[src/rtl/tmr_pkg.sv]
package tmr_pkg;
  typedef enum logic [1:0] {
    REG_COUNT  = 2'd0,
    REG_RELOAD = 2'd1,
    REG_MATCH1 = 2'd2,
    REG_MATCH2 = 2'd3
  } chreg_e;

  localparam int FIELD_W  = 4;
  localparam int FB_EN    = 0;
  localparam int FB_EXT   = 1;
  localparam int FB_IRQ   = 2;
  localparam int FB_PULSE = 3;
endpackage

[src/rtl/tmr_addr_dec.sv]
module tmr_addr_dec
  import tmr_pkg::*;
#(
  parameter int ADDR_W = 12,
  parameter int N_CH   = 8,
  parameter int LOW_CH = 3,
  parameter int BE_W   = 4,
  localparam int CH_W  = $clog2(N_CH)
) (
  input  logic [ADDR_W-1:0] addr_i,
  input  logic [BE_W-1:0]   be_i,
  output logic              ok_o,
  output logic              hit_ch_o,
  output logic              hit_ctrl_o,
  output logic [CH_W-1:0]   ch_idx_o,
  output chreg_e            reg_o
);
  localparam int SLOT_W = ADDR_W - 4;
  // control word sits directly after the low window, the high window one slot later
  localparam logic [ADDR_W-1:0] LOW_END = ADDR_W'(LOW_CH * 16);
  localparam logic [ADDR_W-1:0] HI_BASE = ADDR_W'((LOW_CH + 1) * 16);
  localparam logic [ADDR_W-1:0] HI_END  = ADDR_W'((N_CH + 1) * 16);

  logic [SLOT_W-1:0] slot;
  logic in_low, in_hi;

  assign slot       = addr_i[ADDR_W-1:4];
  assign in_low     = addr_i < LOW_END;
  assign in_hi      = (addr_i >= HI_BASE) && (addr_i < HI_END);
  assign ok_o       = (addr_i[1:0] == 2'b00) && (&be_i);
  assign hit_ch_o   = in_low || in_hi;
  assign hit_ctrl_o = (addr_i == LOW_END);
  assign ch_idx_o   = CH_W'(slot) - CH_W'(in_hi);
  assign reg_o      = chreg_e'(addr_i[3:2]);
endmodule

[src/rtl/tmr_ctrl_seq.sv]
module tmr_ctrl_seq
  import tmr_pkg::*;
#(
  parameter int N_CH        = 8,
  parameter int PULSE_FIRST = 4,
  localparam int CW         = N_CH * FIELD_W
) (
  input  logic            clk_i,
  input  logic            rst_ni,
  input  logic            wr_i,
  input  logic [CW-1:0]   wdata_i,
  output logic [CW-1:0]   ctrl_o,
  output logic [N_CH-1:0] en_o,
  output logic [N_CH-1:0] ext_o,
  output logic [N_CH-1:0] irq_o,
  output logic [N_CH-1:0] pulse_o,
  output logic            perr_o
);
  typedef enum logic [1:0] {PH_IDLE, PH_CFG, PH_ENA} ph_e;

  function automatic logic [N_CH-1:0] pulse_mask_f();
    logic [N_CH-1:0] m;
    for (int i = 0; i < N_CH; i++) m[i] = (i >= PULSE_FIRST);
    return m;
  endfunction
  localparam logic [N_CH-1:0] PMASK = pulse_mask_f();

  ph_e             ph_q;
  logic [CW-1:0]   ctrl_q;
  logic [N_CH-1:0] en_q, ext_q, irq_q, pulse_q;
  logic [N_CH-1:0] c_en, c_ext, c_irq, c_pulse, w_en, w_pulse;

  always_comb begin
    for (int i = 0; i < N_CH; i++) begin
      c_en[i]    = ctrl_q[FIELD_W*i + FB_EN];
      c_ext[i]   = ctrl_q[FIELD_W*i + FB_EXT];
      c_irq[i]   = ctrl_q[FIELD_W*i + FB_IRQ];
      c_pulse[i] = ctrl_q[FIELD_W*i + FB_PULSE];
      w_en[i]    = wdata_i[FIELD_W*i + FB_EN];
      w_pulse[i] = wdata_i[FIELD_W*i + FB_PULSE];
    end
  end

  // write edge: disables only; next edge: configuration; edge after: enables
  always_ff @(posedge clk_i or negedge rst_ni) begin
    if (!rst_ni) begin
      ph_q    <= PH_IDLE;
      ctrl_q  <= '0;
      en_q    <= '0;
      ext_q   <= '0;
      irq_q   <= '0;
      pulse_q <= '0;
    end else if (wr_i) begin
      ctrl_q <= wdata_i;
      en_q   <= en_q & w_en;
      ph_q   <= PH_CFG;
    end else begin
      case (ph_q)
        PH_CFG: begin
          ext_q   <= c_ext;
          irq_q   <= c_irq;
          pulse_q <= c_pulse & PMASK;
          ph_q    <= PH_ENA;
        end
        PH_ENA: begin
          en_q <= c_en;
          ph_q <= PH_IDLE;
        end
        default: ph_q <= PH_IDLE;
      endcase
    end
  end

  assign ctrl_o  = ctrl_q;
  assign en_o    = en_q;
  assign ext_o   = ext_q;
  assign irq_o   = irq_q;
  assign pulse_o = pulse_q;
  assign perr_o  = wr_i && |(w_pulse & ~PMASK);
endmodule

[src/rtl/tmr_regfront.sv]
module tmr_regfront
  import tmr_pkg::*;
#(
  parameter int ADDR_W      = 12,
  parameter int DATA_W      = 32,
  parameter int N_CH        = 8,
  parameter int LOW_CH      = 3,
  parameter int PULSE_FIRST = 4,
  localparam int BE_W       = DATA_W / 8,
  localparam int CH_W       = $clog2(N_CH)
) (
  input  logic                   clk_i,
  input  logic                   rst_ni,
  input  logic                   req_i,
  input  logic                   we_i,
  input  logic [ADDR_W-1:0]      addr_i,
  input  logic [BE_W-1:0]        be_i,
  input  logic [DATA_W-1:0]      wdata_i,
  output logic [DATA_W-1:0]      rdata_o,
  output logic                   err_o,
  output logic [N_CH-1:0]        ch_wr_o,
  output logic [N_CH-1:0]        ch_rd_o,
  output logic [1:0]             ch_reg_o,
  output logic [DATA_W-1:0]      ch_wdata_o,
  input  logic [N_CH*DATA_W-1:0] ch_rdata_i,
  output logic [N_CH-1:0]        ch_en_o,
  output logic [N_CH-1:0]        ch_ext_clk_o,
  output logic [N_CH-1:0]        ch_irq_en_o,
  output logic [N_CH-1:0]        ch_pulse_o,
  output logic                   pulse_err_o
);
  localparam int CW = N_CH * FIELD_W;

  logic            ok, hit_ch, hit_ctrl;
  logic [CH_W-1:0] ch_idx;
  chreg_e          reg_idx;
  logic            acc, ctrl_wr;
  logic [CW-1:0]   ctrl_w;

  tmr_addr_dec #(
    .ADDR_W(ADDR_W), .N_CH(N_CH), .LOW_CH(LOW_CH), .BE_W(BE_W)
  ) i_dec (
    .addr_i    (addr_i),
    .be_i      (be_i),
    .ok_o      (ok),
    .hit_ch_o  (hit_ch),
    .hit_ctrl_o(hit_ctrl),
    .ch_idx_o  (ch_idx),
    .reg_o     (reg_idx)
  );

  assign acc     = req_i && ok;
  assign ctrl_wr = acc && we_i && hit_ctrl;

  tmr_ctrl_seq #(
    .N_CH(N_CH), .PULSE_FIRST(PULSE_FIRST)
  ) i_seq (
    .clk_i  (clk_i),
    .rst_ni (rst_ni),
    .wr_i   (ctrl_wr),
    .wdata_i(wdata_i[CW-1:0]),
    .ctrl_o (ctrl_w),
    .en_o   (ch_en_o),
    .ext_o  (ch_ext_clk_o),
    .irq_o  (ch_irq_en_o),
    .pulse_o(ch_pulse_o),
    .perr_o (pulse_err_o)
  );

  assign err_o      = req_i && !ok;
  assign ch_wr_o    = (acc && we_i && hit_ch)  ? (N_CH'(1) << ch_idx) : '0;
  assign ch_rd_o    = (acc && !we_i && hit_ch) ? (N_CH'(1) << ch_idx) : '0;
  assign ch_reg_o   = reg_idx;
  assign ch_wdata_o = wdata_i;

  always_comb begin
    rdata_o = '0;
    if (acc && !we_i) begin
      if (hit_ch)        rdata_o = ch_rdata_i[int'(ch_idx)*DATA_W +: DATA_W];
      else if (hit_ctrl) rdata_o = DATA_W'(ctrl_w);
    end
  end
endmodule

[config.mk]
export PLATFORM = sky130hd
export DESIGN_NAME = tmr_regfront
export DESIGN_NICKNAME = d
export VERILOG_FILES = /design/src/rtl/tmr_pkg.sv /design/src/rtl/tmr_addr_dec.sv /design/src/rtl/tmr_ctrl_seq.sv /design/src/rtl/tmr_regfront.sv
export SDC_FILE = /design/constraint.sdc
export NUM_CORES = 1
export LEC_CHECK = 0
export ABC_AREA = 1
export BUFFER_PORTS_ARGS = -buffer_cell sky130_fd_sc_hd__buf_2
export CAP_MARGIN = 20
export CORE_AREA = 2 2 165 167
export DETAILED_ROUTE_END_ITERATION = 10
export DIE_AREA = 0 0 167 169
export GPL_ROUTABILITY_DRIVEN = 0
export PLACE_DENSITY_LB_ADDON = 0.05
export SLEW_MARGIN = 20
export SYNTH_ARGS = -nofsm -noshare
export SYNTH_HDL_FRONTEND = slang
export SYNTH_SLANG_ARGS = --single-unit
[constraint.sdc]
create_clock -name clk_i -period 3.1 [get_ports clk_i]
set_input_delay 0.155 -clock clk_i [delete_from_list [all_inputs] [get_ports clk_i]]
set_output_delay 0.155 -clock clk_i [all_outputs]
set_load 0.05 [all_outputs]
Word level (Yosys, flattened, before mapping)

Cells that the tools add are included.

Flip-flop bits (word level): 62
Output and inout bits: 116

Add/subtract/negate cells: 1
$lt $le $gt $ge: 3
Eq/ne operators: 3
Shift-type cells: 2
Multiplexer cells: 9
Bitwise logic cells: 2
Reductions and logical operators: 18

Operators with widths:

| cell                                                                    | number |
|---|---|
| 256-bit by 9-bit variable part select with 32-bit output                | 1 |
| 32-bit two-way mux                                                      | 3 |
| 8-bit two-way mux                                                       | 4 |
| 12-bit by 6-bit equality test with 1-bit output (second input constant) | 1 |
| 12-bit by 7-bit >= comparator with 1-bit output (second input constant) | 1 |
| 12-bit by 6-bit < comparator with 1-bit output (second input constant)  | 1 |
| 12-bit by 8-bit < comparator with 1-bit output (second input constant)  | 1 |
| 1-bit logical AND                                                       | 10 |
| 8-bit bitwise AND                                                       | 1 |
| 1-bit by 3-bit left shift with 8-bit output (first input constant)      | 1 |
| 2-bit two-way mux                                                       | 2 |
| 4-bit AND reduction                                                     | 1 |
| 4-bit OR reduction                                                      | 1 |
| 3-bit by 1-bit subtractor with 3-bit output                             | 1 |
| 2-bit by 1-bit equality test with 1-bit output (second input constant)  | 1 |
| 2-bit equality test (second input constant)                             | 1 |
| 1-bit zero test                                                         | 2 |
| 2-bit zero test                                                         | 1 |
| 2-bit AND reduction                                                     | 1 |
| 2-bit nonzero test                                                      | 1 |
| 1-bit logical OR                                                        | 1 |
| 1-bit inverter                                                          | 1 |

Logic depth before layout (Yosys ltp)

Gate-level depths: netlist of run 1.

Depth after elaboration: 7
Depth in mapped cells: 17
Depth with buffers taken out: 15

By module

A second synthesis of run 1 with hierarchy kept.

Cells, all modules: 1126
Area total of the unflattened synthesis: 6168.4 sq um

By module, submodules not included:

| module       | times used | cells each | area each (sq um) | seq. area each (sq um) |
|---|---|---|---|---|
| tmr_regfront | 1          | 799        | 3445.8            | 0.0 |
| tmr_ctrl_seq | 1          | 288        | 2534.9            | 1551.5 |
| tmr_addr_dec | 1          | 39         | 187.7             | 0.0 |

Least setup slack after synthesis of run 1

OpenSTA, ideal clock, no wires.

Kind: input to output
Start point: input port addr_i[6]
End point: output port rdata_o[30]
Data arrival time: 2686 ps
Required time: 2945 ps
Slack: 259 ps
Stages on the path: 12
Path buffers: 1
Cell sequence: inv_2 > a21oi_1 > nor2_1 > ha_1 > ha_1 > nand2_1 > buf_2 > inv_1 > nand2_1 > nand4_1 > nand3_1 > a21boi_0

Word-level cells in the longest chain between the ends: 6
Elaborated cells between the ends (all ways): 11

Ends and longest elaborated chain:

| item                                                                                                              | line               | text |
|---|---|---|
| from (decl)                                                                                                       | tmr_regfront.sv:16 | `input logic [ADDR_W-1:0] addr_i,` |
| 12-bit by 7-bit >= comparator with 1-bit output or 12-bit by 8-bit < comparator with 1-bit output (tied branches) | tmr_addr_dec.sv:29 | `assign in_hi = (addr_i >= HI_BASE) && (addr_i < HI_END);` |
| 1-bit logical AND                                                                                                 | tmr_addr_dec.sv:29 |  |
| 3-bit by 1-bit subtractor with 3-bit output                                                                       | tmr_addr_dec.sv:33 | `assign ch_idx_o = CH_W'(slot) - CH_W'(in_hi);` |
| 256-bit by 9-bit variable part select with 32-bit output                                                          | tmr_regfront.sv:79 | `if (hit_ch) rdata_o = ch_rdata_i[int'(ch_idx)*DATA_W +: DATA_W];` |
| 32-bit two-way mux (*)                                                                                            | tmr_regfront.sv:79 |  |
| 32-bit two-way mux (*)                                                                                            | tmr_regfront.sv:78 | `if (acc && !we_i) begin` |
| to (decl)                                                                                                         | tmr_regfront.sv:19 | `output logic [DATA_W-1:0] rdata_o,` |

Every way passes the cells marked *; elsewhere a longest branch is shown, timed or not.

Worst setup path in the final report of run 1

Start point: input port addr_i[7]
End point: output port rdata_o[1]

The elaborated chain is that of the path after synthesis.

==> metrics.md, run 1 <==
| Metric | Value |
|---|---|
| Max-Cap Viols | `0` |
| Clock period minus worst slack | `approximately 2.8 ns` |
| CP startpoint kind | `input port` |
| First-pass GRT wire length | `between 40 and 50 mm` |
| Setup CP Type | `input port to output port` |
| Final Instance Count excl. Fillers | `1713` |
| Crit. End Element | `output port` |
| H-tree Lvls | `3` |
| Worst rel slew slack | `0.5350` |
| Post-CTS Setup Bufs | `0` |
| Fraction of layout cells with a size suffix above 1 | `0.3800` |
| Worst hold path type | `input port to flip-flop` |
| Slew Viols, Final | `0` |
| Final setup vio count | `0` |
| Clock Pin Slew Worst Setup and Hold Paths | `roughly 0.050 ns` |
| Drt pass-1 iters | `5` |
| Mean Syn Cell Area | `5.847 µm²` |
| Fin area | `between 8000 and 9000 µm²` |
| # fillers | `3135` |
| Most frequent cells in the layout | `419 x buf_2, 255 x nor2_1, 242 x nand2_1` |
| Dpl cell area | `~8000 µm²` |
| Sum Neg Setup Slack | `0 ns` |
| RSZ-0062 raised after global routing | `no` |
| Worst Path Required | `between 2 and 3 ns` |
| Distinct cells, synth | `29` |
| DRT Wirelength | `30.75 mm` |
| Gr ovfl total | `0` |
| Initial antenna violation count | `9` |
| Hold Vio Cnt, Final | `0` |
| Total clock buffers created by CTS | `9` |
| Min Hold Slack | `between 0.04 and 0.05 ns` |
| Leak | `4.869 nW` |
| Worst-Margin Slew | `between 0.6 and 0.7 ns` |
| Die X | `between 150 and 200 µm` |
| Clock Sinks | `between 60 and 70` |
| CTS tree | `done` |
| Die Ht | `approximately 170 µm` |
| Synth area leader | `dfrtp_1` |
| DRC Markers | `0` |
| # rows | `60` |
| Flip-flop and latch count after synthesis | `62` |
| R2R cell count | `3` |
| Total track usage | `0.2079` |
| Clk Latency, worst-skew pair | `between 0.3 and 0.4 ns` |
| Cts repair resizes | `0` |
| Power per cell area | `slightly below 300 nW/µm²` |
| Yosys synthesis warning count | `0` |
| Top cell type's share of synthesized area | `0.2675` |
| CTS Hold Bufs | `1` |
| Number of port buffers | `419` |
| CP arrival | `2.64 ns` |
| Routed len/inst | `17.95 µm` |
| Area contributors post-synth | `dfrtp_1 27%, nor2_1 17%, nand2_1 16%` |
| Clock skew | `between 0.003 and 0.004 ns` |
| # IOs | `between 400 and 500` |
| Initial drt markers | `450` |
| Pin count of the biggest net entering global routing | `56` |
| Hold depth | `3` |
| CP max FO | `15` |
| Core footprint | `around 27000 µm²` |
| Min setup slack post-route | `slightly above 0.3 ns` |
| Most common cell after layout, fill and taps aside | `buf_2` |
| Routed vias/inst | `4.318` |
| # placed instances | `between 1500 and 2000` |
| Hpwl dp | `approximately 25 mm` |
| Detailed-route via count | `around 7400` |
| Status | `complete, no violations` |
| Setup WS pre-CTS | `between 0.2 and 0.3 ns` |
| Die footprint | `approximately 28000 µm²` |
| Part of the Yosys area used for sequential elements | `0.2675` |
| Nets | `1668` |
| Initial core utilization | `0.2189` |
| ANT nets after route | `0` |
| Clock root buffer | `clkbuf_16` |
| P&R area growth vs syn | `43.27%` |
| Mapped Cells | `about 990` |
| Period utilization | `0.9026` |
| Max frequency | `0.3574 GHz` |
| Max rail drop VDD | `between 200 and 250 µV` |
| Number of global-route vias before repair | `roughly 7000` |
| Mapped Area | `5801 µm²` |
| Max clock buf depth | `2` |
==> cell families (layout without fill, tap and decap cells) <==
| logic type | Yosys count | count (layout) | synth area share |
|---|---|---|---|
| flops | 62 | 62 | 0.2675 |
| compound gates | 120 | 120 | 0.1128 |
| fa+ha+maj | 2 | 2 | 0.004313 |
| buf+inv | 172 | 540 | 0.1542 |
| other cells | 1 | 13 | 0.0006465 |
| simple gates | 635 | 635 | 0.4605 |
==> metrics by stage <==
stage          total power [mW]  utilization
2_1_floorplan             1.217            -
3_3_place_gp              1.536       0.3015
3_5_place_dp              1.533       0.3015
4_1_cts                   2.506       0.3127
5_1_grt                   2.600       0.3134
6_report                  2.469       0.3136
==> power by group <==
group	switching, mW	leakage (nW)	internal (mW)
Clock	0.351	0.142	0.603
Combinational	0.426	3.97	0.279
Sequential	0.0000265	0.762	0.810
==> cell usage after synthesis (all sizes together) <==
| cell type | n |
|---|---|
| buf | 83 |
| inv | 77 |
| conb | 1 |
| or2 | 35 |
| nand3 | 29 |
| dfrtp | 62 |
| nor2 | 262 |
| o22ai | 21 |
| clkbuf | 12 |
| a21boi | 2 |
| o21ai | 82 |
| nand2 | 249 |
| nand4 | 14 |
| ha | 2 |
| nor3 | 46 |
| o211ai | 9 |
| a21oi | 6 |
==> layer usage <==
layer	vias up	share of wire	track usage
met3	32	0.054	0.02969
met5	-	0.00042	0
li1	3819	-	-
met2	278	0.47	0.3423
met1	3265	0.46	0.2817
met4	2	0.020	0.06447
==> registers in the layout (all words and copies together), names as in the netlist <==
register	cells
i_seq.en_o	8
i_seq.pulse_o	4
i_seq.ph_q	2
i_seq.irq_o	8
i_seq.ext_o	8
i_seq.ctrl_o	32
==> final timing paths <==
kind	from	to	slack (ns)
setup / recovery	addr_i[7]	rdata_o[1]	0.30
hold / removal	wdata_i[14]	i_seq.ctrl_o[14]$_DFFE_PN0P_	0.04
setup reg to reg	i_seq.ph_q[1]$_DFF_PN0_	i_seq.ext_o[3]$_DFFE_PN0P_	1.71
hold reg to reg	i_seq.ctrl_o[11]$_DFFE_PN0P_	i_seq.ctrl_o[11]$_DFFE_PN0P_	0.48
max in group asynchronous	rst_ni	i_seq.ctrl_o[8]$_DFFE_PN0P_	2.07
min in group asynchronous	rst_ni	i_seq.irq_o[3]$_DFFE_PN0P_	0.31
==> worst max-delay path, cell delays in order <==
cell,delay [ns]
buf_2,0.10
inv_1,0.07
nand2_1,0.10
nand2_1,0.09
nor2_1,0.04
ha_1,0.18
ha_1,0.38
inv_2,0.09
nand2_2,0.27
inv_2,0.18
nand2_1,0.09
nand2_1,0.05
nor3_1,0.25
nor2_1,0.16
nor2_1,0.14
buf_2,0.28
==> layout make-up <==
type | count | area, µm² | area share
Sequential cell | 62 | 1551 | 0.1867
Multi-Input combinational cell | 761 | 3373 | 0.4059
Clock inverter | 3 | 17.52 | 0.002108
Tap cell | 341 | 426.7 | 0.05134
Timing Repair Buffer | 447 | 2360 | 0.2840
Inverter | 77 | 289.0 | 0.03478
Antenna cell | 9 | 22.52 | 0.002710
Clock buffer | 13 | 270.3 | 0.03252
Note: power is estimated with default switching activity, not from simulation.
==> run 2, diff against run 1 <==
--- a/config.mk
+++ b/config.mk
@@ -8,9 +8,10 @@
 export ABC_AREA = 1
 export BUFFER_PORTS_ARGS = -buffer_cell sky130_fd_sc_hd__buf_2
 export CAP_MARGIN = 20
-export CORE_AREA = 2 2 165 167
+export CORE_AREA = 2 2 164 166
+export CTS_BUF_LIST = sky130_fd_sc_hd__clkbuf_2 sky130_fd_sc_hd__clkbuf_4 sky130_fd_sc_hd__clkbuf_8
 export DETAILED_ROUTE_END_ITERATION = 10
-export DIE_AREA = 0 0 167 169
+export DIE_AREA = 0 0 166 168
 export GPL_ROUTABILITY_DRIVEN = 0
 export PLACE_DENSITY_LB_ADDON = 0.05
 export SLEW_MARGIN = 20
==> constraint.sdc (replaced) <==
create_clock -name clk_i -period 3.1 [get_ports clk_i]
set_input_delay 0.465 -clock clk_i [delete_from_list [all_inputs] [get_ports clk_i]]
set_output_delay 0.465 -clock clk_i [all_outputs]
set_load 0.05 [all_outputs]
==> run 2 against run 1 <==
Against the previous run:
- register-to-register slack better by 0.15 ns
- combinational power up 20%
- via count up 3.9%
- design area up 13%
- non-clock buffer count up 49
- clock skew up 0.0046 ns
- hold slack better by 0.16 ns
- critical path depth up 4
- global-route usage up 0.98 points
- setup slack worse by 0.27 ns
- total power down 4.8%
- critical path type unchanged
- highest routed layer unchanged
- flip-flop and latch count unchanged
==> metrics.md, run 2 (synthesized netlist as in run 1, its figures left out) <==
| Metric | Value |
|---|---|
| Drt pass-1 iters | `5 (unchanged)` |
| Seq pwr share | `0.344 (+0.016)` |
| Buf/Inv on CP | `7 (+2)` |
| Total clock buffers created by CTS | `9 (unchanged)` |
| Clock root buffer | `clkbuf_8` |
| H-tree Lvls | `3 (unchanged)` |
| Die X | `166 µm (-0.60%)` |
| NetSw | `792.4 µW (+2.0%)` |
| Period utilization | `0.9888 (+0.08621)` |
| Pin count of the biggest net entering global routing | `42 (-25%)` |
| Worst-Margin Slew | `0.7837 ns (+0.08866 ns)` |
| Met3 wire length | `1.499 mm (-9.8%)` |
| First-pass GRT wire length | `46.55 mm (+4.4%)` |
| Top layer reached by signal wires | `met5` |
| Initial core utilization | `0.2201 (+0.001247)` |
| Fin area | `9424 µm² (+13%)` |
| Metal1 wirelength | `14.24 mm (+1.1%)` |
| CP startpoint kind | `input port` |
| DRC Markers | `0 (unchanged)` |
| Total track usage | `0.2177 (+0.009761)` |
| Sum Neg Setup Slack | `0 ns (unchanged)` |
| Detailed-route via count | `7684 (+3.9%)` |
| Worst hold path type | `input port to async pin` |
| # fillers | `2967 (-5.4%)` |
| Largest register FFs | `32 (unchanged)` |
| Worst rel slew slack | `0.4775 (-0.05747)` |
| RSZ-0062 raised after global routing | `yes` |
| Nets | `1717 (+2.9%)` |
| Core footprint | `26350 µm² (-0.57%)` |
| Crit. End Element | `output port` |
| P&R area growth vs syn | `62.47%` |
| Die Ht | `168 µm (-0.59%)` |
| Max rail drop VDD | `244.7 µV (+6.5%)` |
| Critical-path top delay cell | `ha_4` |
| Max clock buf depth | `2 (unchanged)` |
| Initial antenna violation count | `7 (-2)` |
| Max-Cap Viols | `0 (unchanged)` |
| Number of port buffers | `419 (unchanged)` |
| # rows | `60 (unchanged)` |
| Clock power frac | `0.297 (-0.089)` |
| Most common cell after layout, fill and taps aside | `buf_2` |
| DRT Wirelength | `31.73 mm (+3.2%)` |
| Internal | `1.558 mW (-7.9%)` |
| Worst Path Required | `2.63 ns (-0.31 ns)` |
| ANT nets after route | `0 (unchanged)` |
| Clk Latency, worst-skew pair | `0.34 ns (about the same)` |
| Crit-path cells | `buf_6 > inv_2 > nand2_2 > nor2_2 > nand2_1 > nor2_2 > ha_2 > ha_4 > inv_6 > nand2_8 > buf_12 > buf_8 > nor2_4 > nor2_2 > o211ai_1 > nand2_1 > nor2_2 > buf_6 > nor2_4 > buf_12` |
| Crit-path max cell delay | `0.24 ns (-0.14 ns)` |
| Fraction of layout cells with a size suffix above 1 | `0.4766 (+0.09658)` |
| Clock period minus worst slack | `3.065 ns (+0.2672 ns)` |
| Final Instance Count excl. Fillers | `1758 (+2.6%)` |
| R2R Path Start | `i_seq.ph_q[1]$_DFF_PN0_` |
| CTS tree | `done` |
| Critical path's top delay family | `simple AND/OR/NAND/NOR gates` |
| Setup crit start | `addr_i[8]` |
| CP arrival | `2.60 ns (-0.04 ns)` |
| Die footprint | `27890 µm² (-1.2%)` |
| Initial drt markers | `391 (-13%)` |
| Hpwl dp | `26.18 mm (+4.0%)` |
| Leak | `5.188 nW (+6.5%)` |
| Final setup vio count | `0 (unchanged)` |
| Max frequency | `0.3262 GHz (-8.7%)` |
| Clock skew | `0.008304 ns (+0.004622 ns)` |
| # IOs | `424 (unchanged)` |
| Met2 Wirelength | `15.48 mm (+7.8%)` |
| Hold Vio Cnt, Final | `0 (unchanged)` |
| CP max FO | `5 (-10)` |
| Combinational group share of total power | `0.359 (+0.074)` |
| Critical Path Most Common Cell | `nor2_2` |
| Number of global-route vias before repair | `7518 (+6.8%)` |
| Clock Sinks | `62 (unchanged)` |
| Status | `complete, no violations` |
| Clock Pin Slew Worst Setup and Hold Paths | `0.07 ns (+0.02 ns)` |
| Gr ovfl total | `0 (unchanged)` |
| Slew Viols, Final | `0 (unchanged)` |
| Min setup slack post-route | `0.03469 ns (-0.2672 ns)` |
| Power per cell area | `249.4 nW/µm² (-16%)` |
| Routed vias/inst | `4.371 (+1.2%)` |
| Setup WS pre-CTS | `-0.3176 ns (-0.5704 ns)` |
| Most frequent cells in the layout | `385 x buf_2, 237 x nand2_1, 195 x nor2_1` |
| Setup CP Type | `input port to output port` |
| Routed len/inst | `18.05 µm (+0.53%)` |
| Sw Share | `0.3371 (+0.02254)` |
| # placed instances | `1729 (+2.5%)` |
| Dpl cell area | `8618 µm² (+7.9%)` |
==> run 2: cell types whose count changed in the layout (fill, tap and decap cells not counted), moves of 13 or more <==
| cell | delta |
|---|---|
| nor3_2 | +30 |
| buf_4 | +37 |
| buf_12 | +13 |
| buf_6 | +28 |
| nor3_1 | -30 |
| buf_2 | -34 |
| nor2_1 | -60 |
| nor2_2 | +53 |
==> run 2: worst register-to-register path: cells and delay by family (launching register included) <==
family | cells | cell delay [ns]
simple gates | 4 | 0.76
flops | 1 | 0.38
==> run 2: path summary, 6_finish.rpt <==
path / slack (ns) / depth (start not counted) / end
max reg2reg: 1.86 / 4 / i_seq.en_o[1]$_DFFE_PN0P_
max: 0.03 / 20 / rdata_o[22]
min reg2reg: 0.48 / 2 / i_seq.irq_o[1]$_DFFE_PN0P_
min: 0.20 / 1 / i_seq.ext_o[4]$_DFFE_PN0P_
min in group clk_i: 0.34 / 3 / i_seq.ctrl_o[21]$_DFFE_PN0P_
max in group asynchronous: 2.25 / 2 / i_seq.ctrl_o[15]$_DFFE_PN0P_
==> run 2: timing repair <==
item	CTS	global route
setup endpoints to repair	31	32
resized for setup	50	97
gates cloned	1	3
pin swaps	3	32
setup buffers	0	4
hold buffers	0	0
==> run 2: final cells by class <==
type | count | area, µm² | area share
Clock buffer | 11 | 138.9 | 0.01474
Tap cell | 341 | 426.7 | 0.04527
Multi-Input combinational cell | 761 | 3800 | 0.4032
Inverter | 77 | 296.5 | 0.03147
Sequential cell | 62 | 1551 | 0.1646
Clock inverter | 5 | 50.05 | 0.005311
Antenna cell | 5 | 12.51 | 0.001328
Timing Repair Buffer | 496 | 3148 | 0.3340
==> run 2: routing by layer <==
metal / vias to the layer above / global-route usage
li1: 3918 / -
met5: - / 0
met3: 33 / 0.03691
met1: 3480 / 0.2856
met4: 4 / 0.05822
met2: 249 / 0.3704
==> run 2: through the flow <==
stage                 util  hold WS (ns)  total power [mW]
floorplan                -        0.1694             1.222
global placement    0.3271        0.4662             1.603
detailed placement  0.3271        0.4686             1.600
CTS                 0.3416        0.2076             2.337
global route        0.3576        0.2306             2.486
finish              0.3576        0.1982             2.351
==> run 2: power groups by stage <==
stage               Clock [mW]  Combinational, mW  Sequential (mW)
finish                   0.698              0.844            0.809
global route             0.761              0.916            0.808
CTS                      0.731              0.797            0.808
detailed placement           0              0.776            0.824
global placement             0              0.779            0.824
floorplan                    0              0.397            0.824
